**src/rtl/seq_pkg.sv**
```systemverilog
package seq_pkg;
    localparam int CMD_W = 4;

    typedef enum logic [CMD_W-1:0] {
        CMD_NOOP   = 4'd0,
        CMD_BUBBLE = 4'd1,
        CMD_DATA   = 4'd2,
        CMD_RB_RQ  = 4'd3,
        CMD_WB_RQ  = 4'd4,
        CMD_WS_RQ  = 4'd5,
        CMD_RB_RP  = 4'd6,
        CMD_WB_RP  = 4'd7,
        CMD_WS_RP  = 4'd8
    } cmd_e;

    typedef enum logic [1:0] {
        PH_IDLE,
        PH_BUB,
        PH_HDR,
        PH_DAT
    } phase_e;

    localparam logic [1:0] LEN_ONE  = 2'd0;
    localparam logic [1:0] LEN_TWO  = 2'd1;
    localparam logic [1:0] LEN_FIVE = 2'd2;
endpackage

```
**src/rtl/seq_cmd_class.sv**
```systemverilog
module seq_cmd_class
    import seq_pkg::*;
(
    input  logic [CMD_W-1:0] cmd,
    output logic             useful,
    output logic             is_data,
    output logic             is_header,
    output logic             is_request,
    output logic             is_reply
);
    always_comb begin
        useful     = (cmd != CMD_NOOP) && (cmd != CMD_BUBBLE);
        is_data    = (cmd == CMD_DATA);
        is_header  = useful && !is_data;
        is_request = (cmd == CMD_RB_RQ) || (cmd == CMD_WB_RQ) || (cmd == CMD_WS_RQ);
        is_reply   = (cmd == CMD_RB_RP) || (cmd == CMD_WB_RP) || (cmd == CMD_WS_RP);
    end
endmodule

```
**src/rtl/seq_board_cmp.sv**
```systemverilog
module seq_board_cmp #(
    parameter int ID_W       = 4,
    parameter int LAST_MEM   = 1,
    parameter int LAST_CACHE = 5
) (
    input  logic [ID_W-1:0] id_a,
    input  logic [ID_W-1:0] id_b,
    output logic            same
);
    localparam logic [ID_W-1:0] MEM_TOP   = ID_W'(LAST_MEM);
    localparam logic [ID_W-1:0] CACHE_TOP = ID_W'(LAST_CACHE);

    logic a_mem, b_mem, a_cache, b_cache, a_high, b_high;

    always_comb begin
        a_mem   = (id_a <= MEM_TOP);
        b_mem   = (id_b <= MEM_TOP);
        a_high  = (id_a > CACHE_TOP);
        b_high  = (id_b > CACHE_TOP);
        a_cache = !a_mem && !a_high;
        b_cache = !b_mem && !b_high;
        same    = (a_mem && b_mem) || (a_cache && b_cache) || (a_high && b_high);
    end
endmodule

```
**src/rtl/seq_len_dec.sv**
```systemverilog
module seq_len_dec
    import seq_pkg::*;
(
    input  logic [1:0] len_code,
    output logic [2:0] n_data,
    output logic       illegal
);
    always_comb begin
        illegal = 1'b0;
        unique case (len_code)
            LEN_ONE:  n_data = 3'd0;
            LEN_TWO:  n_data = 3'd1;
            LEN_FIVE: n_data = 3'd4;
            default: begin
                n_data  = 3'd0;
                illegal = 1'b1;
            end
        endcase
    end
endmodule

```
**src/rtl/bus_pkt_seq.sv**
```systemverilog
module bus_pkt_seq
    import seq_pkg::*;
#(
    parameter int ID_W       = 4,
    parameter int LAST_MEM   = 1,
    parameter int LAST_CACHE = 5,
    parameter int BUBBLES    = 2
) (
    input  logic             clk,
    input  logic             rst_n,
    input  logic             grant_valid,
    input  logic [3:0]       grant_cmd,
    input  logic [ID_W-1:0]  grant_master,
    input  logic [1:0]       grant_len,
    output logic             grant_ready,
    output logic [3:0]       bus_cmd,
    output logic [ID_W-1:0]  bus_master,
    output logic             bus_header,
    output logic             bus_data,
    output logic             bus_request,
    output logic             bus_reply,
    output logic             pkt_done,
    output logic             len_err
);
    localparam int MAXC  = (BUBBLES > 4) ? BUBBLES : 4;
    localparam int CNT_W = $clog2(MAXC + 1);
    localparam int N_DEC = 3;

    typedef struct packed {
        phase_e                phase;
        logic [CNT_W-1:0]      cnt;
        logic [CMD_W-1:0]      hold_cmd;
        logic [ID_W-1:0]       hold_master;
        logic [2:0]            hold_ndata;
        logic [CMD_W-1:0]      cmd;
        logic [ID_W-1:0]       master;
        logic                  done;
        logic                  err;
        logic [CMD_W-1:0]      lnd_cmd;
        logic [ID_W-1:0]       lnd_master;
    } state_t;

    state_t s_q, s_d;

    logic [CMD_W-1:0] dec_in     [N_DEC];
    logic             dec_useful [N_DEC];
    logic             dec_data   [N_DEC];
    logic             dec_hdr    [N_DEC];
    logic             dec_req    [N_DEC];
    logic             dec_rep    [N_DEC];

    assign dec_in[0] = s_q.cmd;
    assign dec_in[1] = s_q.lnd_cmd;
    assign dec_in[2] = grant_cmd;

    for (genvar i = 0; i < N_DEC; i++) begin : g_dec
        seq_cmd_class u_cls (
            .cmd        (dec_in[i]),
            .useful     (dec_useful[i]),
            .is_data    (dec_data[i]),
            .is_header  (dec_hdr[i]),
            .is_request (dec_req[i]),
            .is_reply   (dec_rep[i])
        );
    end

    logic same_board;
    seq_board_cmp #(
        .ID_W       (ID_W),
        .LAST_MEM   (LAST_MEM),
        .LAST_CACHE (LAST_CACHE)
    ) u_board (
        .id_a (s_q.lnd_master),
        .id_b (grant_master),
        .same (same_board)
    );

    logic [2:0] len_nd;
    logic       len_bad;
    seq_len_dec u_len (
        .len_code (grant_len),
        .n_data   (len_nd),
        .illegal  (len_bad)
    );

    logic need_bub;
    if (BUBBLES == 0) begin : g_no_bub
        assign need_bub = 1'b0;
    end else begin : g_bub
        assign need_bub = dec_useful[1] && dec_hdr[2] && !same_board;
    end

    logic accept;
    assign grant_ready = (s_q.phase == PH_IDLE) || s_q.done;
    assign accept      = grant_valid && grant_ready;

    always_comb begin
        s_d      = s_q;
        s_d.done = 1'b0;
        if (accept) begin
            s_d.hold_cmd    = grant_cmd;
            s_d.hold_master = grant_master;
            s_d.hold_ndata  = len_nd;
            s_d.master      = grant_master;
            if (len_bad) begin
                s_d.err = 1'b1;
            end
            if (need_bub) begin
                s_d.phase = PH_BUB;
                s_d.cnt   = CNT_W'(BUBBLES - 1);
                s_d.cmd   = CMD_BUBBLE;
            end else begin
                s_d.phase = PH_HDR;
                s_d.cnt   = CNT_W'(len_nd);
                s_d.cmd   = grant_cmd;
            end
        end else begin
            unique case (s_q.phase)
                PH_BUB: begin
                    if (s_q.cnt != '0) begin
                        s_d.cnt = s_q.cnt - 1'b1;
                    end else begin
                        s_d.phase  = PH_HDR;
                        s_d.cmd    = s_q.hold_cmd;
                        s_d.master = s_q.hold_master;
                        s_d.cnt    = CNT_W'(s_q.hold_ndata);
                    end
                end
                PH_HDR, PH_DAT: begin
                    if (s_q.cnt != '0) begin
                        s_d.phase  = PH_DAT;
                        s_d.cmd    = CMD_DATA;
                        s_d.master = s_q.hold_master;
                        s_d.cnt    = s_q.cnt - 1'b1;
                    end else begin
                        s_d.phase  = PH_IDLE;
                        s_d.cmd    = CMD_NOOP;
                        s_d.master = '0;
                        s_d.cnt    = '0;
                    end
                end
                default: begin
                    s_d.phase  = PH_IDLE;
                    s_d.cmd    = CMD_NOOP;
                    s_d.master = '0;
                    s_d.cnt    = '0;
                end
            endcase
        end
        s_d.done = ((s_d.phase == PH_HDR) || (s_d.phase == PH_DAT)) && (s_d.cnt == '0);
        if (s_d.cmd != CMD_DATA) begin
            s_d.lnd_cmd    = s_d.cmd;
            s_d.lnd_master = s_d.master;
        end
    end

    always_ff @(posedge clk) begin
        if (!rst_n) begin
            s_q.phase       <= PH_IDLE;
            s_q.cnt         <= '0;
            s_q.hold_cmd    <= CMD_NOOP;
            s_q.hold_master <= '0;
            s_q.hold_ndata  <= '0;
            s_q.cmd         <= CMD_NOOP;
            s_q.master      <= '0;
            s_q.done        <= 1'b0;
            s_q.err         <= 1'b0;
            s_q.lnd_cmd     <= CMD_NOOP;
            s_q.lnd_master  <= '0;
        end else begin
            s_q <= s_d;
        end
    end

    assign bus_cmd     = s_q.cmd;
    assign bus_master  = s_q.master;
    assign bus_header  = dec_hdr[0];
    assign bus_data    = dec_data[0];
    assign bus_request = dec_req[0];
    assign bus_reply   = dec_rep[0];
    assign pkt_done    = s_q.done;
    assign len_err     = s_q.err;
endmodule

```
**config.mk**
```make
export PLATFORM = sky130hd
export DESIGN_NAME = bus_pkt_seq
export DESIGN_NICKNAME = d
export VERILOG_FILES = /design/src/rtl/seq_pkg.sv /design/src/rtl/seq_cmd_class.sv /design/src/rtl/seq_board_cmp.sv /design/src/rtl/seq_len_dec.sv /design/src/rtl/bus_pkt_seq.sv
export SDC_FILE = /design/constraint.sdc
export NUM_CORES = 1
export LEC_CHECK = 0
export BUFFER_PORTS_ARGS = -buffer_cell sky130_fd_sc_hd__buf_2
export CAP_MARGIN = 25
export CORE_UTILIZATION = 52
export CTS_BUF_LIST = sky130_fd_sc_hd__clkbuf_4 sky130_fd_sc_hd__clkbuf_8
export DETAILED_ROUTE_END_ITERATION = 10
export HOLD_SLACK_MARGIN = 0.1
export PLACE_DENSITY = 0.78
export REMOVE_ABC_BUFFERS = 1
export SYNTH_ARGS = -nofsm -noshare
export SYNTH_HDL_FRONTEND = slang
export SYNTH_SLANG_ARGS = --single-unit
```
**constraint.sdc**
```tcl
create_clock -name clk -period 1.8 [get_ports clk]
set_input_delay 0.18 -clock clk [delete_from_list [all_inputs] [get_ports clk]]
set_output_delay 0.18 -clock clk [all_outputs]
set_load 0.005 [all_outputs]
```
### Yosys cells after proc, flatten, opt, wreduce, memory -nomap -nowiden

Index checks and enable logic that the tools add are counted.

| storage, ports and cells | value |
|---|---|
| flip-flop bits (word level) | 34 |
| latch bits | 0 |
| memory bits (writable) | 0 |
| bits in read-only memories | 0 |
| bits of input ports | 13 |
| output and inout bits | 15 |
| word-level logic and storage cells | 87 |
| memories kept | 0 |

| cells by class | value |
|---|---|
| add/sub/neg operators | 1 |
| $mul | 0 |
| divide/modulo/power cells | 0 |
| order comparisons | 4 |
| equality and inequality tests | 19 |
| shifts and indexed selects | 0 |
| muxes and demuxes | 12 |
| bitwise operators | 1 |
| reductions and logical operators | 39 |

Operators with widths:

| operator | count |
|---|---|
| 4-bit by 3-bit == test with 1-bit output, second input constant | 4 |
| 8-bit two-way mux | 2 |
| 8-bit case mux with 2 select lines | 1 |
| 5-bit two-way mux | 3 |
| 1-bit logical AND | 14 |
| 4-bit by 2-bit == test with 1-bit output, second input constant | 3 |
| 4-bit by 1-bit != test with 1-bit output, second input constant | 3 |
| 4-bit nonzero test | 3 |
| 2-bit == test, second input constant | 5 |
| 5-bit case mux with 2 select lines | 1 |
| 4-bit by 3-bit > comparator with 1-bit output, second input constant | 2 |
| 4-bit by 1-bit <= comparator with 1-bit output, second input constant | 2 |
| 1-bit logical OR | 8 |
| 1-bit logical NOT | 7 |
| 6-bit two-way mux | 1 |
| 3-bit case mux with 2 select lines | 1 |
| 2-bit by 1-bit == test with 1-bit output, second input constant | 2 |
| 4-bit == test, second input constant | 1 |
| 2-bit logical NOT | 2 |
| 4-bit two-way mux | 1 |
| 4-bit by 2-bit != test with 1-bit output, second input constant | 1 |
| 3-bit logical NOT | 1 |
| 3-bit two-way mux | 1 |
| 3-bit nonzero test | 1 |
| 6 further kinds | 6 |

### Logic depth before layout (Yosys ltp)

| logic depth | value |
|---|---|
| depth in word-level cells | 13 |
| gate-level depth with buffers | 8 |
| mapped depth without buffers | 6 |

### By module

From an unflattened synthesis, not the netlist that was laid out.

| second synthesis, totals | value |
|---|---|
| cells, all modules | 224 |
| area total of the unflattened synthesis | 1,836.8 um2 |

Modules (own cells, without submodules):

| module | times used | cells an instance | area each (um2) | sequential area each (um2) |
|---|---|---|---|---|
| bus_pkt_seq | 1 | 181 | 1,551.5 | 680.7 |
| seq_cmd_class | 3 | 10 | 62.6 | 0.0 |
| seq_board_cmp | 1 | 8 | 63.8 | 0.0 |
| seq_len_dec | 1 | 5 | 33.8 | 0.0 |

### Least setup slack after synthesis

Ideal clock, no wire load.

| timing | value |
|---|---|
| kind | reg-to-reg |
| start | reg s_q[29] in the netlist's numbering |
| end | reg s_q[3] in the netlist's numbering |
| data arrival time | 1,656 ps |
| required time | 1,686 ps |
| path slack | 30 ps |
| stages on the path, launching flop included | 7 |
| buffers on the path | 1 |
| clock period less this slack | 1,770 ps |
| path through | dfxtp_1 nor3_2 mux2i_1 a22oi_4 or2_1 buf_6 a21o_1 |

| on the way | value |
|---|---|
| longest elaborated chain between the ends | 5 |

RTL lines:

| element | RTL line | source |
|---|---|---|
| start, declared | bus_pkt_seq.sv:43 | `state_t s_q, s_d;` |
| 3-bit nonzero test (*) | bus_pkt_seq.sv:120, bus_pkt_seq.sv:130 |  |
| 8-bit two-way mux / 6-bit two-way mux (equally long branches) | bus_pkt_seq.sv:120, bus_pkt_seq.sv:130 |  |
| 8-bit case mux with 2 select lines (*) | bus_pkt_seq.sv:118 | `unique case (s_q.phase)` |
| 8-bit two-way mux (*) | bus_pkt_seq.sv:100 | `if (accept) begin` |
| 4-bit by 2-bit != test with 1-bit output | bus_pkt_seq.sv:151 | `if (s_d.cmd != CMD_DATA) begin` |

Mark *: on every way between the ends. The rest lies on a longest branch, timed or not.
A chain may end at the register's enable or synchronous reset.

### Final worst setup path

| timing | value |
|---|---|
| start | reg bus_cmd[1] (netlist name) |
| end | out bus_reply |

| on the way | value |
|---|---|
| longest elaborated chain between the ends | 3 |

RTL lines:

| element | RTL line | source |
|---|---|---|
| 4-bit by 3-bit == test with 1-bit output | seq_cmd_class.sv:16 | `is_reply = (cmd == CMD_RB_RP) \|\| (cmd == CMD_WB_RP) \|\| (cmd == CMD_WS_RP);` |
| 1-bit logical OR | seq_cmd_class.sv:16 |  |
| 1-bit logical OR (*) | seq_cmd_class.sv:16 |  |
| end, declared | bus_pkt_seq.sv:21 | `output logic bus_reply,` |

Marks and branches as above.

==> results.yml <==
status:
  outcome: "complete, no violations"
worst_setup_path:
  worst_setup_path_end_kind: "output pin"
  cp-start-kind: "flip-flop"
  crit_slowest_cell: "or4b_2"
  worstSetupPathType: "reg -> out"
  cp.arrival_ns: 1.55
  cp_slowest_stage_delay_ns: 0.67
  cp_max_fo: 7
  critPathRequiredTime_ns: 1.62
  crit_chain: "or4b_2 -> nand2_1 -> buf_2"
floorplanning:
  die_x_um: 57.63
  coreArea_sq_mm: 0.002853
  initial_core_util: 0.5640
  io_pins: 28
  num_rows: 19
  die_y_um: 57.63
  die_area_sq_mm: 0.003321
global_routing:
  grt_pass1_vias: 1432
  grt_max_degree: 18
  antenna_found_initial: 0
  grtUsageTotal: 0.2479
  overflow: 0
  grt_pass1_wl_um: 6154
synth:
  ys_top_cells_by_area: "dfxtp_1, a21oi_1, nand2_1"
  syn_inst: 187
  synth-edff-count: 0
  synth.ff_latch_count: 31
  yosysWarnings: 0
  synth_common_cells: "dfxtp_1, a21oi_1, nand2_1"
  yosysUniqueCellTypes: 47
  postSynth.asyncResetShare: 0
  synth_top_area_frac: 0.3857
  synth_area_per_cell_sq_um: 8.605
  yosysMostFrequentCell: "dfxtp_1"
  synth.cell_area_sq_mm: 0.001609
  yosysSeqAreaShare: 0.3857
  synth_flop_cell: "dfxtp_1"
  synth_top_cell_by_area: "dfxtp_1"
route:
  viasPerCell: 6.028
  drc: 0
  ant_nets: 0
  drt_first_iter_violations: 78
  drt-pass1-iter-count: 4
  wirelength_um: 3742
  wl_per_cell_um: 15.09
  vias: 1495
final_layout:
  fill_cells: 263
  drive_gt1_frac: 0.2995
  nNetsFinal: 229
  layout.cells.non_filler: 248
  area_growth_pct: 16.02
  multi_input_area_sq_um: 880.8
  regArea_sq_um: 623.1
  antenna_cells: 0
power:
  powerDensity_mw_per_mm2: 887.3
  ir_worst_vdd_mv: 0.5618
  power.total_w: 0.001656
  p_leak_nw: 0.8019
clocking:
  cts_sinks: 31
  htree_levels: 2
  cts_inserted_buffers: 5
  clock_path_buffers: 2
  cts_tree: "built"
  clk_latency_ns: 0.34
  clk_pin_slew_ns: 0.09
  root_buffer: "clkbuf_4"
sta:
  hold_viol: 0
  tightest_slew_ns: 0.5271
  period_needed_ns: 1.732
  period_share: 0.9621
  slew_headroom: 0.6465
  max_freq_mhz: 577.4
  setup_viol: 0
  finalClockSkew_ns: 0.006347
  final_max_slew_viol_count: 0
placement:
  dpl.cell_count: 238
  place.port_buffers: 27
  dpl.hpwl_um: 2835
  place_congestion: 0.7860
worst_hold_path:
  hold_path.class: "in -> reg"
run:
  cap_violations: 0
[metal layers]
metal	track usage	vias to the layer above	share of wire
met3	0.05134	10	0.051
met5	0	-	0
met1	0.3017	702	0.42
li1	-	728	-
met2	0.4070	55	0.51
met4	0.1429	0	0.026
[flip-flops by register name, summed over array words and instances, names as in the netlist]
| register | count |
|---|---|
| bus_master | 4 |
| bus_cmd | 4 |
| s_q | 18 |
| len_err | 1 |
| pkt_done | 1 |
| dec_in | 3 |
[per-stage QoR]
stage / worst slack (ns) / hold slack (ns) / TNS (ns) / utilization / area [sq um]
final: 0.06815 / 0.1226 / 0 / 0.6544 / 1867
after global routing: -0.03728 / 0.1344 / -0.03728 / 0.6544 / 1867
after CTS: 0.01106 / 0.1110 / 0 / 0.6364 / 1815
after detailed placement: 0.01765 / 0.4577 / 0 / 0.6061 / 1729
after global placement: 0.05679 / 0.4378 / 0 / 0.6061 / 1729
after floorplan: 0.09076 / 0.2969 / 0 / - / 1488
[logic make-up after synthesis]
| group | after synthesis | share of synthesized area |
|---|---|---|
| AND/OR/NAND/NOR | 71 | 0.2403 |
| AO/OA/AOI/OAI | 52 | 0.2247 |
| flip-flops | 31 | 0.3857 |
| buffers and inverters | 24 | 0.09486 |
| multiplexers | 6 | 0.03810 |
| XOR/XNOR | 3 | 0.01633 |
[power by group]
| group | leakage (nW) | total (W) | internal (W) | switching [W] |
|---|---|---|---|---|
| registers | 0.255 | 0.000782 | 0.000737 | 0.0000451 |
| logic | 0.505 | 0.000398 | 0.000185 | 0.000213 |
| clock network | 0.0420 | 0.000476 | 0.000244 | 0.000231 |
| total | 0.802 | 0.00166 | 0.00117 | 0.000490 |
[final timing paths]
kind | depth (start not counted) | endpoint | start | slack [ns]
max | 3 | bus_reply | bus_cmd[1]$_SDFF_PN0_ | 0.07
min | 3 | s_q[21]$_SDFFE_PN0P_ | grant_master[0] | 0.12
max reg2reg | 5 | s_q[3]$_SDFFE_PN0P_ | s_q[29]$_SDFF_PN0_ | 0.10
min reg2reg | 2 | dec_in[7]$_SDFFE_PN0P_ | dec_in[7]$_SDFFE_PN0P_ | 0.48
[worst max-delay path, delay by kind of cell, from the launching register on]
family | cells | cell delay (ns)
AND/OR/NAND/NOR | 2 | 0.74
buffers and inverters | 1 | 0.10
flip-flops | 1 | 0.37
[cells in the final DEF (no fill, tap or decap), drive strengths merged, types with 2 or more instances in the layout]
cell type   n
a211oi      4
a21o        3
a21oi      19
and2        6
and3        2
buf        37
clkbuf      8
clkinv      2
dfxtp      31
inv         6
mux2i       5
nand2      20
nand3       5
nand3b      3
nor2       11
nor3       10
nor4        3
o21ai       5
o21ba       2
o221ai      4
o22ai       2
o2bb2ai     4
or2         3
or3         3
xor2        3
[repair_timing]
action	in CTS	in global routing
endpoints found under the hold margin	1	0
setup endpoints to repair	1	7
setup buffers	0	1
hold buffers	1	0
pin swaps	0	1
gates resized for setup	1	10
[area by class of cell]
type / instances / area share
inverter: 8 / 0.01676
sequential: 31 / 0.3338
timing repair buffer: 38 / 0.1180
tap: 31 / 0.02078
clock buffer: 8 / 0.03887
multi-input combinational: 132 / 0.4719
(Power assumes the default switching activity.)
